--- config.mk ---
export PLATFORM = sky130hd
export DESIGN_NAME = sata_oob_tx
export DESIGN_NICKNAME = d
export VERILOG_FILES = /design/src/rtl/sata_oob_pkg.sv /design/src/rtl/oob_timing_lut.sv /design/src/rtl/oob_burst_seq.sv /design/src/rtl/oob_done_timer.sv /design/src/rtl/eidle_filter.sv /design/src/rtl/sata_oob_tx.sv
export SDC_FILE = /design/constraint.sdc
export NUM_CORES = 1
export LEC_CHECK = 0
export ABC_CLOCK_PERIOD_IN_PS = 6800
export BUFFER_PORTS_ARGS = -buffer_cell sky130_fd_sc_hd__buf_2
export CORE_ASPECT_RATIO = 0.6
export CORE_MARGIN = 1
export CORE_UTILIZATION = 30
export CTS_BUF_LIST = sky130_fd_sc_hd__clkbuf_4
export DETAILED_ROUTE_END_ITERATION = 16
export PLACE_DENSITY_LB_ADDON = 0.15
export REMOVE_ABC_BUFFERS = 1
export SLEW_MARGIN = 5
export SYNTH_ARGS = -nofsm -noshare
export SYNTH_HDL_FRONTEND = slang
export SYNTH_SLANG_ARGS = --single-unit
--- constraint.sdc ---
create_clock -name clk_i -period 6.8 [get_ports clk_i]
set_clock_uncertainty 0.15 [all_clocks]
set_input_delay 1.36 -clock clk_i [delete_from_list [all_inputs] [get_ports clk_i]]
set_output_delay 1.36 -clock clk_i [all_outputs]
set_load 0.05 [all_outputs]
--- src/rtl/sata_oob_pkg.sv ---
package sata_oob_pkg;

  typedef enum logic [1:0] {
    OOB_INIT = 2'd0,
    OOB_WAKE = 2'd1,
    OOB_SAS  = 2'd2,
    OOB_RSVD = 2'd3
  } oob_kind_e;

  typedef enum logic [1:0] {
    PH_IDLE  = 2'd0,
    PH_BURST = 2'd1,
    PH_GAP   = 2'd2
  } oob_phase_e;

  localparam int unsigned GAP_MULT_MAX = 9;
  localparam int unsigned GEN_MAX      = 2;

  // gap length in units of one burst
  function automatic int unsigned gap_mult(logic [1:0] kind);
    case (kind)
      OOB_WAKE: return 1;
      OOB_SAS:  return GAP_MULT_MAX;
      default:  return 3;
    endcase
  endfunction

endpackage

--- src/rtl/oob_timing_lut.sv ---
module oob_timing_lut
  import sata_oob_pkg::*;
#(
  parameter int unsigned BURST_G1   = 8,
  parameter int unsigned NUM_BURSTS = 6,
  parameter int unsigned CNT_W      = 11
) (
  input  logic [1:0]       gen_i,
  input  logic [1:0]       kind_i,
  output logic [CNT_W-1:0] burst_len_o,
  output logic [CNT_W-1:0] gap_len_o,
  output logic [CNT_W-1:0] total_len_o
);

  localparam int unsigned NGEN = GEN_MAX + 1;

  logic [CNT_W-1:0] burst_tab [NGEN];
  logic [1:0]       gsel;

  for (genvar g = 0; g < NGEN; g++) begin : g_rate
    assign burst_tab[g] = CNT_W'(BURST_G1 << g);
  end

  assign gsel = (gen_i > 2'(GEN_MAX)) ? 2'(GEN_MAX) : gen_i;

  always_comb begin
    burst_len_o = burst_tab[gsel];
    gap_len_o   = CNT_W'(gap_mult(kind_i)) * burst_len_o;
    total_len_o = CNT_W'(NUM_BURSTS) * (burst_len_o + gap_len_o);
  end

endmodule

--- src/rtl/oob_burst_seq.sv ---
module oob_burst_seq
  import sata_oob_pkg::*;
#(
  parameter int unsigned NUM_BURSTS = 6,
  parameter int unsigned CNT_W      = 11
) (
  input  logic             clk_i,
  input  logic             rst_ni,
  input  logic             go_i,
  input  logic [CNT_W-1:0] burst_len_i,
  input  logic [CNT_W-1:0] gap_len_i,
  output logic             burst_o,
  output logic             active_o
);

  localparam int unsigned NB_W = $clog2(NUM_BURSTS + 1);

  oob_phase_e       ph_q;
  logic [CNT_W-1:0] pcnt_q;
  logic [NB_W-1:0]  nb_q;

  always_ff @(posedge clk_i or negedge rst_ni) begin
    if (!rst_ni) begin
      ph_q   <= PH_IDLE;
      pcnt_q <= '0;
      nb_q   <= '0;
    end else begin
      case (ph_q)
        PH_IDLE: if (go_i) begin
          ph_q   <= PH_BURST;
          pcnt_q <= '0;
          nb_q   <= '0;
        end
        PH_BURST: if (pcnt_q == burst_len_i - CNT_W'(1)) begin
          ph_q   <= PH_GAP;
          pcnt_q <= '0;
        end else begin
          pcnt_q <= pcnt_q + CNT_W'(1);
        end
        PH_GAP: if (pcnt_q == gap_len_i - CNT_W'(1)) begin
          pcnt_q <= '0;
          if (nb_q == NB_W'(NUM_BURSTS - 1)) begin
            ph_q <= PH_IDLE;
          end else begin
            ph_q <= PH_BURST;
            nb_q <= nb_q + NB_W'(1);
          end
        end else begin
          pcnt_q <= pcnt_q + CNT_W'(1);
        end
        default: ph_q <= PH_IDLE;
      endcase
    end
  end

  assign burst_o  = (ph_q == PH_BURST);
  assign active_o = (ph_q != PH_IDLE);


  burst_count_chk: assert property (@(posedge clk_i) disable iff (!rst_ni)
    (ph_q == PH_BURST) |-> (nb_q < NB_W'(NUM_BURSTS)));

endmodule

--- src/rtl/oob_done_timer.sv ---
module oob_done_timer #(
  parameter int unsigned CNT_W = 11
) (
  input  logic             clk_i,
  input  logic             rst_ni,
  input  logic             go_i,
  input  logic [CNT_W-1:0] total_i,
  output logic             run_o,
  output logic             done_o
);

  logic [CNT_W-1:0] cnt_q;
  logic             run_q, done_q;

  always_ff @(posedge clk_i or negedge rst_ni) begin
    if (!rst_ni) begin
      cnt_q  <= '0;
      run_q  <= 1'b0;
      done_q <= 1'b0;
    end else begin
      done_q <= 1'b0;
      if (go_i) begin
        run_q <= 1'b1;
        cnt_q <= '0;
      end else if (run_q) begin
        if (cnt_q == total_i - CNT_W'(1)) begin
          run_q  <= 1'b0;
          done_q <= 1'b1;
        end else begin
          cnt_q <= cnt_q + CNT_W'(1);
        end
      end
    end
  end

  assign run_o  = run_q;
  assign done_o = done_q;


  done_pulse_chk: assert property (@(posedge clk_i) disable iff (!rst_ni)
    done_q |=> !done_q);

endmodule

--- src/rtl/eidle_filter.sv ---
module eidle_filter #(
  parameter int unsigned FILT_LEN = 4
) (
  input  logic clk_i,
  input  logic rst_ni,
  input  logic raw_i,
  output logic flt_o
);

  localparam int unsigned FW = $clog2(FILT_LEN + 1);

  logic [FW-1:0] cnt_q;
  logic          flt_q;

  always_ff @(posedge clk_i or negedge rst_ni) begin
    if (!rst_ni) begin
      cnt_q <= '0;
      flt_q <= 1'b1;
    end else if (raw_i == flt_q) begin
      cnt_q <= '0;
    end else if (cnt_q == FW'(FILT_LEN - 1)) begin
      cnt_q <= '0;
      flt_q <= raw_i;
    end else begin
      cnt_q <= cnt_q + FW'(1);
    end
  end

  assign flt_o = flt_q;


  flt_follow_chk: assert property (@(posedge clk_i) disable iff (!rst_ni)
    (flt_q != $past(flt_q)) |-> ($past(raw_i) == flt_q));

endmodule

--- src/rtl/sata_oob_tx.sv ---
module sata_oob_tx
  import sata_oob_pkg::*;
#(
  parameter int unsigned BURST_G1   = 8,
  parameter int unsigned NUM_BURSTS = 6,
  parameter int unsigned FILT_LEN   = 4
) (
  input  logic       clk_i,
  input  logic       rst_ni,
  input  logic       start_i,
  input  logic [1:0] seq_i,
  input  logic [1:0] gen_i,
  input  logic       rx_eidle_i,
  output logic       tx_eidle_o,
  output logic       burst_en_o,
  output logic       done_o,
  output logic       rx_eidle_o
);

  localparam int unsigned MAX_TOTAL =
    NUM_BURSTS * (BURST_G1 << GEN_MAX) * (1 + GAP_MULT_MAX);
  localparam int unsigned CNT_W = $clog2(MAX_TOTAL + 1);

  logic             busy, accept, seq_active, burst;
  logic [1:0]       gen_q, kind_q;
  logic [CNT_W-1:0] burst_len, gap_len, total_len;

  assign accept = start_i & ~busy;

  always_ff @(posedge clk_i or negedge rst_ni) begin
    if (!rst_ni) begin
      gen_q  <= '0;
      kind_q <= OOB_INIT;
    end else if (accept) begin
      gen_q  <= gen_i;
      kind_q <= seq_i;
    end
  end

  oob_timing_lut #(
    .BURST_G1  (BURST_G1),
    .NUM_BURSTS(NUM_BURSTS),
    .CNT_W     (CNT_W)
  ) u_lut (
    .gen_i      (gen_q),
    .kind_i     (kind_q),
    .burst_len_o(burst_len),
    .gap_len_o  (gap_len),
    .total_len_o(total_len)
  );

  oob_burst_seq #(
    .NUM_BURSTS(NUM_BURSTS),
    .CNT_W     (CNT_W)
  ) u_seq (
    .clk_i      (clk_i),
    .rst_ni     (rst_ni),
    .go_i       (accept),
    .burst_len_i(burst_len),
    .gap_len_i  (gap_len),
    .burst_o    (burst),
    .active_o   (seq_active)
  );

  // completion is local; the transceiver flag may be stale
  oob_done_timer #(
    .CNT_W(CNT_W)
  ) u_tmr (
    .clk_i  (clk_i),
    .rst_ni (rst_ni),
    .go_i   (accept),
    .total_i(total_len),
    .run_o  (busy),
    .done_o (done_o)
  );

  eidle_filter #(
    .FILT_LEN(FILT_LEN)
  ) u_rxf (
    .clk_i (clk_i),
    .rst_ni(rst_ni),
    .raw_i (rx_eidle_i),
    .flt_o (rx_eidle_o)
  );

  assign burst_en_o = burst;
  assign tx_eidle_o = ~burst;


  accept_burst_chk: assert property (@(posedge clk_i) disable iff (!rst_ni)
    (start_i && !busy) |=> (burst_en_o && !tx_eidle_o));


  done_idle_chk: assert property (@(posedge clk_i) disable iff (!rst_ni)
    done_o |-> (tx_eidle_o && !seq_active));


  idle_hold_chk: assert property (@(posedge clk_i) disable iff (!rst_ni)
    !busy |-> (tx_eidle_o && !burst_en_o));


  latch_hold_chk: assert property (@(posedge clk_i) disable iff (!rst_ni)
    (busy && start_i) |=> ($stable(gen_q) && $stable(kind_q)));

endmodule

==> impl_metrics.tcl, run 1 <==
set metrics [dict create \
    outcome "finished clean" \
    setup_violations 0 \
    path_max_fanout 18 \
    ys_ff_latch 37 \
    finalCritPeriodShare_pct 80.31 \
    rsz0062_at_grt "false" \
    track_usage_pct 14.01 \
    viasPerCell 5.107 \
    crit_required_ns 6.91 \
    ff2ff_path_depth 16 \
    clock-sinks 37 \
    cts.reportedPaths.clkPinSlew_ns 0.12 \
    fin_crit_ns 5.461 \
    synth-edff-count 0 \
    layout_commonest_cell "dfrtp_1" \
    crit_arrival_ns 5.57 \
    drive_gt1_share_pct 12.29 \
    max_slew_margin_pct 28.16 \
    io_pins 12 \
    cts_made_buffers 5 \
    cp-start-kind "flip-flop" \
    fill_cells 895 \
    dr.pass1.iters 4 \
    ys_seq_area_share_pct 33.65 \
    fin_setup_tns_ns 0 \
    whs_ns 0.3072 \
    synth_area_sq_um 2755 \
    dp_slack_ns 1.350 \
    antenna_left 0 \
    placedInstanceArea_sq_um 2920 \
    die_area_sq_um 9584 \
    cts_hold_buf 0 \
    wirelength_um 6105 \
    setup_ws_ns 1.339 \
    area_growth_pct 7.993 \
    grt_first_pass_wirelength_um 10540 \
    vdd_drop_max_mv 0.09972 \
    grt_pass1_vias 2049 \
    power_density_nw_per_um2 300.1 \
    clk_latency_ns 0.34 \
    nets 332 \
    maxSlewViolCount 0 \
    ctsResizeCount 0 \
    hold_viol 0 \
    synth-warning-count 0 \
    initial_utilization_pct 31.60 \
    stdcell_area_sq_um 2975 \
    cts_tree "done" \
    num_rows 26 \
    htreeDepth 2 \
    grt_remaining_overflow 0 \
    ys_async_sr_fraction_pct 100.0 \
    worstMarginPinSlew_ns 1.050 \
    cts_root_buffer "clkbuf_4" \
    antenna_found_initial 0 \
    synth_flop_cell "dfrtp_1" \
    die_w_um 125.7 \
    drv_cap 0 \
    dp_hpwl_um 4658 \
    die_h_um 76.23 \
    fmax_ghz 0.1831 \
    cts_buffer_depth 2 \
    drc 0 \
    first_iter_violations 109 \
    avgSynthCellArea_sq_um 9.533 \
    grt_max_degree 38 \
    hold_depth 1 \
    core_area_sq_um 8718 \
    avgRoutedWirePerCell_um 14.78 \
    layout_common_cells "dfrtp_1 (36), nand2_1 (28), ha_1 (22)" \
    synth.distinct_cells 55 \
    leakage_nw 1.324 \
    hold_path.class "flip-flop to flip-flop" \
    gp_congestion 0.7755 \
    diodes 0 \
    vias 2109 \
    post-cts-setup-buffer-count 0 \
    io_buffers 11 \
    netlist_instances 289 \
    setup.worst_path.end_class "flip-flop" \
    timing.setup.critical_path_class "flip-flop to flip-flop" \
]
-- state kept, by name, summed over array words and instances (netlist names) --
register      count
u_seq.pcnt_q     11
u_tmr.cnt_q      11
u_rxf.cnt_q       3
u_seq.nb_q        3
gen_q             2
kind_q            2
u_seq.ph_q        2
u_rxf.flt_o       1
u_tmr.done_o      1
u_tmr.run_o       1
-- metal layers --
| layer | GRT usage, % | up-vias | part of all wire [%] |
|---|---|---|---|
| met1 | 23.45 | 999 | 61 |
| met5 | 0 | - | 0 |
| met2 | 17.39 | 34 | 35 |
| met4 | 3.293 | 0 | 0.56 |
| met3 | 2.669 | 2 | 3.3 |
| li1 | - | 1074 | - |
-- per-stage QoR --
step           instances  utilization (%)  total power (W)
2_1_floorplan        282                -        0.0006723
3_3_place_gp         405            33.50        0.0007768
3_5_place_dp         405            33.50        0.0007733
4_1_cts              413            34.13        0.0008997
5_1_grt              413            34.13        0.0009769
6_report             413            34.13        0.0008928
-- area by class of cell --
type / count / area [sq um] / area share [%]
clock buffers: 5 / 37.54 / 1.262
clock inverters: 3 / 17.52 / 0.5887
inverters: 10 / 37.54 / 1.262
multi-input cells: 235 / 1760 / 59.17
flip-flops and latches: 37 / 927.1 / 31.16
well taps: 112 / 140.1 / 4.710
repair buffers: 11 / 55.05 / 1.850
-- worst paths after layout --
path	from	endpoint	slack, ns
worst max register to register	gen_q[1]	u_tmr.cnt_q[7]	1.34
worst min-delay path	u_rxf.cnt_q[0]	u_rxf.cnt_q[0]	0.31
worst max-delay path	gen_q[1]	u_tmr.cnt_q[7]	1.34
max in group asynchronous	rst_ni	gen_q[1]	4.97
min in group asynchronous	rst_ni	u_seq.pcnt_q[8]	0.97
worst min register to register	u_rxf.cnt_q[0]	u_rxf.cnt_q[0]	0.31
-- cell families (layout without fill, tap and decap cells) --
group	after synthesis	count (layout)	share of synthesized area, %
DFF	37	37	33.65
AOI/OAI and AO/OA	61	61	15.85
and+or+nand+nor	113	113	22.93
buffers and inverters	17	29	2.452
muxes	11	11	4.314
adders and majority gates	24	24	11.44
xor gates and xnor gates	26	26	9.355
-- synthesized netlist by cell type, drive strengths merged (2+ instances only) --
cell type	n	area [sq um]
a2111oi	3	45.05
a211oi	4	35.03
a21boi	3	22.52
a21o	3	22.52
a21oi	7	35.03
a32oi	2	17.52
and2	4	27.52
and3	9	56.30
and4	2	17.52
buf	3	15.01
clkbuf	4	15.01
dfrtp	36	900.9
fa	2	40.04
ha	22	275.3
inv	10	37.54
mux2	7	78.83
mux2i	4	40.04
nand2	28	105.1
nand2b	5	31.28
nand3	13	65.06
nand3b	3	26.27
nor2	19	71.32
nor2b	4	25.02
nor3	7	62.56
nor3b	5	37.54
nor4	3	18.77
o211a	2	20.02
o211ai	2	15.01
o21a	2	15.01
o21ai	22	110.1
o311ai	4	42.55
o31ai	4	30.03
or3	4	30.03
or4	3	22.52
xnor2	14	122.6
xor2	10	87.58
xor3	2	47.55
-- critical path, stage by stage (launching register included) --
cell and delay (ns):
dfrtp_1 0.72, nor2b_1 0.16, and2_2 0.23, ha_1 0.29, ha_1 0.24, fa_1 0.55, o21ai_1 0.15, nor2_1 0.25
a21oi_1 0.14, fa_1 0.46, and3_1 0.20, or3_1 0.37, a211oi_1 0.37, o211a_1 0.32, nor3_4 0.12, nor4b_1 0.40
mux2i_1 0.26
-- power by group --
group | leakage (nW) | switching, W | internal [W]
clock | 0.0326 | 0.0000818 | 0.0000393
combinational | 0.816 | 0.000274 | 0.000175
sequential | 0.475 | 0.0000542 | 0.000269
total | 1.32 | 0.000409 | 0.000483
(Power assumes the default switching activity.)
==> inputs of run 2 (changes only) <==
--- a/config.mk
+++ b/config.mk
@@ -5,7 +5,7 @@
 export SDC_FILE = /design/constraint.sdc
 export NUM_CORES = 1
 export LEC_CHECK = 0
-export ABC_CLOCK_PERIOD_IN_PS = 6800
+export ABC_CLOCK_PERIOD_IN_PS = 4560
 export BUFFER_PORTS_ARGS = -buffer_cell sky130_fd_sc_hd__buf_2
 export CORE_ASPECT_RATIO = 0.6
 export CORE_MARGIN = 1
==> constraint.sdc (replaced) <==
create_clock -name clk_i -period 4.56 [get_ports clk_i]
set_clock_uncertainty 0.15 [all_clocks]
set_input_delay 0.912 -clock clk_i [delete_from_list [all_inputs] [get_ports clk_i]]
set_output_delay 0.912 -clock clk_i [all_outputs]
set_load 0.05 [all_outputs]
==> run 2 against run 1 <==
  * Fmax is 22% higher
  * Routed wire length is 8.3% higher
  * Die area stayed put
  * Count of clock-buffer cells in the layout stayed put
  * Combinational power is 81% higher
==> impl_metrics.tcl, run 2 (synthesis results as in run 1) <==
set metrics [dict create \
    placedInstanceArea_sq_um 3115 \
    cts_root_buffer "clkbuf_4" \
    fin_total_pwr_w 0.001474 \
    grt_remaining_overflow 0 \
    hold_end "u_rxf.cnt_q[0]" \
    p_int_w 0.0008164 \
    crit_start "kind_q[1]" \
    num_rows 26 \
    timing.setup.critical_path_class "flip-flop to flip-flop" \
    area_growth_pct 24.30 \
    cts_tree "done" \
    die_area_sq_um 9584 \
    maxSlewViolCount 0 \
    hold_depth 1 \
    first_iter_violations 128 \
    clock-sinks 37 \
    dp_hpwl_um 4929 \
    gp_congestion 0.7569 \
    switching_power_w 0.0006574 \
    antenna_left 0 \
    grt_pass1_vias 2227 \
    diodes 0 \
    final_cells 445 \
    leakage_nw 1.512 \
    clk_latency_ns 0.35 \
    antenna_found_initial 0 \
    ff2ff_path_depth 16 \
    finalCritPeriodShare_pct 98.28 \
    io_buffers 11 \
    outcome "finished clean" \
    cts_buffer_depth 2 \
    htreeDepth 2 \
    cts.reportedPaths.clkPinSlew_ns 0.13 \
    p_comb_share_pct 55.1 \
    r2r_end "u_tmr.cnt_q[9]" \
    die_h_um 76.23 \
    path_cells "ha_4 > and2_4 > ha_4 > ha_4 > fa_2 > o21ai_4 > nor3_4 > xnor2_2 > ha_4 > a21o_1 > or3_4 > o211a_1 > o211a_4 > nor3_4 > nor2_1 > a311o_2" \
    setup_ws_ns 0.07862 \
    cts_made_buffers 5 \
    layout_commonest_cell "dfrtp_1" \
    drive_gt1_share_pct 28.23 \
    cpPeakStageDelay_ns 0.57 \
    hold_path.class "flip-flop to flip-flop" \
    clkPwrFrac_pct 12.3 \
    crit_arrival_ns 4.57 \
    layout_common_cells "dfrtp_1 (36), buf_4 (31), nand2_1 (28)" \
    initial_utilization_pct 31.60 \
    reg2reg_slack_ns 0.08 \
    path_max_fanout 8 \
    p_seq_share_pct 32.6 \
    path_buf_inv 0 \
    fmax_ghz 0.2231 \
    hold_viol 0 \
    fill_cells 861 \
    reg_top3 "u_seq.pcnt_q x11, u_tmr.cnt_q x11" \
    crit_required_ns 4.65 \
    dr.pass1.iters 4 \
    cp-start-kind "flip-flop" \
    switching_share_pct 44.60 \
    grt_max_degree 38 \
    slowest_stage "fa_2" \
    core_area_sq_um 8718 \
    reg2reg_from "kind_q[1]" \
    hold_path_startpoint "u_rxf.cnt_q[0]" \
    grt_first_pass_wirelength_um 11320 \
    track_usage_pct 15.04 \
    setup.worst_path.end_class "flip-flop" \
    dp_slack_ns -0.3883 \
    vdd_drop_max_mv 0.1300 \
    power_density_nw_per_um2 430.4 \
    nets 364 \
    max_slew_margin_pct 40.80 \
    worstMarginPinSlew_ns 0.8881 \
    viasPerCell 5.072 \
    fin_crit_ns 4.481 \
    vias 2257 \
    stdcell_area_sq_um 3425 \
    rsz0062_at_grt "true" \
    setup_violations 0 \
    avgRoutedWirePerCell_um 14.85 \
    cpLargestDelayFamily "adder cells" \
    io_pins 12 \
    drv_cap 0 \
    wirelength_um 6609 \
    dp.cells 431 \
    die_w_um 125.7 \
    path_common_cell "ha_4" \
    drc 0 \
    utilization_pct 39.28 \
]
run 2: how the worst max path moves through the flow:
stage	endpoint	slack, ns	cells after the start
3_3_place_gp	u_tmr.cnt_q[9]	-0.24	17
3_5_place_dp	u_tmr.cnt_q[7]	-0.39	17
5_1_grt	u_tmr.cnt_q[9]	-0.12	16
6_report	u_tmr.cnt_q[9]	0.08	16
4_1_cts	u_tmr.cnt_q[9]	0.04	16
2_1_floorplan	u_tmr.cnt_q[6]	-0.27	17
run 2: routing by layer:
| metal | wire length, um | vias to the layer above | share of wire (%) | global-route usage, % |
|---|---|---|---|---|
| li1 | - | 1136 | - | - |
| met1 | 3832 | 1072 | 58 | 23.74 |
| met2 | 2456 | 44 | 37 | 20.33 |
| met3 | 261 | 5 | 3.9 | 2.669 |
| met4 | 59 | 0 | 0.89 | 4.024 |
| met5 | 0 | - | 0 | 0 |
run 2: metrics by stage:
stage          TNS, ns  hold WS, ns
6_report             0       0.3070
5_1_grt        -0.5944       0.3414
4_1_cts              0       0.3101
3_5_place_dp    -3.876       0.2829
3_3_place_gp    -2.040       0.2894
2_1_floorplan   -1.343       0.2692
run 2: final cells by class:
type / instances / area (sq um) / share of cell area [%]
Clock buffer: 5 / 37.54 / 1.096
Clock inverter: 3 / 17.52 / 0.5115
Inverter: 10 / 37.54 / 1.096
Multi-Input combinational cell: 235 / 1966 / 57.40
Sequential cell: 37 / 927.1 / 27.07
Tap cell: 112 / 140.1 / 4.092
Timing Repair Buffer: 43 / 299.0 / 8.732
run 2: power groups by stage:
stage / clock network, W / logic [W] / registers [W]
floorplan: 0 / 0.000517 / 0.000485
global placement: 0 / 0.000733 / 0.000481
detailed placement: 0 / 0.000732 / 0.000483
CTS: 0.000192 / 0.000785 / 0.000478
global route: 0.000204 / 0.000918 / 0.000492
finish: 0.000181 / 0.000813 / 0.000480
run 2: what timing repair did:
action | CTS | global route
gates resized for setup | 20 | 16
pin swaps | 12 | 17
setup endpoints to repair | 13 | 11
hold buffers | 0 | 0
buffers inserted | 4 | 2
==> inputs of run 3 (changes only) <==
--- a/config.mk
+++ b/config.mk
@@ -13,8 +13,8 @@
 export CTS_BUF_LIST = sky130_fd_sc_hd__clkbuf_4
 export DETAILED_ROUTE_END_ITERATION = 16
 export PLACE_DENSITY_LB_ADDON = 0.15
-export REMOVE_ABC_BUFFERS = 1
 export SLEW_MARGIN = 5
 export SYNTH_ARGS = -nofsm -noshare
 export SYNTH_HDL_FRONTEND = slang
+export SYNTH_HIERARCHICAL = 1
 export SYNTH_SLANG_ARGS = --single-unit
==> constraint.sdc (replaced) <==
create_clock -name clk_i -period 4.56 [get_ports clk_i]
set_clock_uncertainty 0.15 [all_clocks]
set_input_delay 0.684 -clock clk_i [delete_from_list [all_inputs] [get_ports clk_i]]
set_output_delay 0.684 -clock clk_i [all_outputs]
set_load 0.05 [all_outputs]
==> run 3 against run 2 <==
  * The flow now finishes with violations (setup timing)
  * Non-clock buffer count is 5 higher
  * First-iteration DRC count is 27% higher
  * Count of clock-buffer cells in the layout stayed put
  * Design area is 28% higher
  * Utilization is 3.0 points lower
  * Via count is 35% higher
  * Critical path depth is 5 higher
  * Routed wire length is 35% higher
  * Flip-flop and latch count stayed put
  * Area after synthesis is 35% higher
  * Highest routed layer unchanged
  * Synthesized cell count is 45% higher
==> impl_metrics.tcl, run 3 <==
set metrics [dict create \
    grt_pass1_vias 2866 \
    htreeDepth 2 \
    fmax_ghz 0.2122 \
    setup_violations 13 \
    synth-edff-count 0 \
    stdcell_area_sq_um 4378 \
    rsz0062_at_grt "true" \
    dp.cells 611 \
    synthTopCellsByCount "dfrtp_1 (36), xnor2_1 (32), ha_1 (24), inv_1 (23), nor2_1 (23)" \
    wirelength_um 8935 \
    outcome "finished with violations" \
    cts_root_buffer "clkbuf_4" \
    final_cells 628 \
    hold_path.class "input pin to asynchronous set/reset pin" \
    io_buffers 11 \
    setup_ws_ns -0.1535 \
    num_rows 31 \
    path_cells "inv_2 > ha_4 > and2_4 > ha_4 > ha_4 > inv_2 > fa_2 > inv_4 > xnor2_2 > fa_2 > a21o_1 > a21oi_2 > xnor2_1 > xnor2_1 > xor2_1 > xnor2_1 > o22ai_1 > a22o_1 > and3_4 > or4_4 > a21oi_2" \
    synth-warning-count 6 \
    crit_arrival_ns 4.84 \
    layout_common_cells "dfrtp_1 (35), buf_4 (35), xnor2_1 (30)" \
    grt_remaining_overflow 0 \
    first_iter_violations 162 \
    max_slew_margin_pct 27.24 \
    synth_flop_cell "dfrtp_1" \
    cts_hold_buf 0 \
    nets 496 \
    avgSynthCellArea_sq_um 8.845 \
    yosysMostFrequentCell "dfrtp_1" \
    cpLargestDelayFamily "adder cells" \
    viasPerCell 4.860 \
    crit_start "kind_q[0]" \
    hold_viol 0 \
    path_buf_inv 3 \
    die_area_sq_um 12850 \
    cts.reportedPaths.clkPinSlew_ns 0.14 \
    fin_crit_ns 4.714 \
    area_growth_pct 17.85 \
    vias 3052 \
    grt_first_pass_wirelength_um 14860 \
    gp_congestion 0.7626 \
    die_h_um 88.20 \
    ys_ff_latch 37 \
    synth.distinct_cells 72 \
    maxSlewViolCount 0 \
    reg2reg_from "kind_q[0]" \
    ys_async_sr_fraction_pct 100.0 \
    drive_gt1_share_pct 24.84 \
    synth_top_area_cell "dfrtp_1" \
    path_max_fanout 5 \
    avgRoutedWirePerCell_um 14.23 \
    seq_area_sq_um 928.4 \
    fill_cells 1225 \
    cts_tree "done" \
    io_pins 12 \
    worstMarginPinSlew_ns 1.081 \
    reg_top3 "u_seq/pcnt_q x11, u_tmr/cnt_q x11" \
    drv_cap 0 \
    slowest_stage "fa_2" \
    dr.pass1.iters 4 \
    grt_max_degree 38 \
    diodes 0 \
    cts_buffer_depth 2 \
    clk_latency_ns 0.35 \
    setup.worst_path.end_class "flip-flop" \
    cp-start-kind "flip-flop" \
    timing.setup.critical_path_class "flip-flop to flip-flop" \
    antenna_left 0 \
    netlist_instances 420 \
    crit_required_ns 4.69 \
    multi_input_area_sq_um 2755 \
    track_usage_pct 14.41 \
    synth_area_sq_um 3715 \
    placedInstanceArea_sq_um 4143 \
    ys_seq_area_share_pct 24.96 \
    finalCritPeriodShare_pct 103.4 \
    clock-sinks 37 \
    drc 0 \
    failed_checks "setup timing" \
    core_area_sq_um 12060 \
    initial_utilization_pct 30.80 \
    antenna_found_initial 0 \
    cts_made_buffers 5 \
    netlist.area_leader.share_pct 24.25 \
    cpPeakStageDelay_ns 0.54 \
    die_w_um 145.7 \
    synthTopCellsByArea "dfrtp_1 (24%), ha_1 (8.1%), xnor2_1 (7.5%)" \
    dp_hpwl_um 6849 \
]
run 3: changes by cell type after synthesis, sizes merged, moves of 9 or more:
| cell | before | now |
|---|---|---|
| a21oi | 7 | 19 |
| a22o | 0 | 11 |
| buf | 3 | 24 |
| inv | 10 | 23 |
| nand2 | 28 | 18 |
| nor2b | 4 | 14 |
| xnor2 | 14 | 33 |
| xor2 | 10 | 19 |
run 3: path summary, 6_finish.rpt:
kind	end	slack (ns)	cells after the start
worst max-delay path	u_tmr/cnt_q[7]	-0.15	21
min in group clk_i	u_rxf/cnt_q[0]	0.31	1
worst min register to register	u_rxf/cnt_q[0]	0.31	1
worst max register to register	u_tmr/cnt_q[7]	-0.15	21
worst min-delay path	u_tmr/cnt_q[10]	0.26	1
max in group asynchronous	gen_q[1]	3.42	1
run 3: layout make-up:
type                            count  share of cell area, %
Inverter                           23                  2.029
Timing Repair Buffer               48                  7.774
Tap cell                          165                  4.716
Multi-Input combinational cell    347                  62.93
Sequential cell                    37                  21.21
Clock inverter                      3                 0.4859
Clock buffer                        5                 0.8574
run 3: per-layer routing:
metal | GRT usage [%] | wire length [um] | part of all wire, %
met1 | 23.29 | 5184 | 58
met2 | 19.66 | 3390 | 38
met3 | 2.292 | 343 | 3.8
met4 | 2.010 | 17 | 0.19
met5 | 0 | 0 | 0
run 3: per-stage QoR:
step | hold slack, ns | TNS, ns | utilization [%] | setup WS, ns
after floorplan | 0.2384 | -0.08843 | - | -0.02949
after global placement | 0.2891 | -1.658 | 34.34 | -0.1758
after detailed placement | 0.2848 | -2.712 | 34.34 | -0.2646
after CTS | 0.3009 | -0.9473 | 35.94 | -0.1359
after global routing | 0.3191 | -3.247 | 36.29 | -0.3227
final | 0.2603 | -1.269 | 36.29 | -0.1535
run 3: kinds of logic after synthesis:
family	after synthesis	share of synthesized area [%]
AND/OR/NAND/NOR	143	22.67
AO/OA/AOI/OAI	96	19.00
buffers and inverters	54	7.983
XOR/XNOR	52	12.46
flip-flops	37	24.96
adder cells (fa/ha/maj)	26	9.161
multiplexers	11	3.671
other	1	0.1009
run 3: repair_timing:
item	CTS	global route
setup endpoints to repair	13	23
buffers inserted	6	2
gates cloned	2	0
endpoints found under the hold margin	0	0
resized for setup	12	9
pin swaps	9	16
Power of run 3 is not shown: default switching activity piles up to over one toggle a cycle in this logic, so the estimate is an artifact.
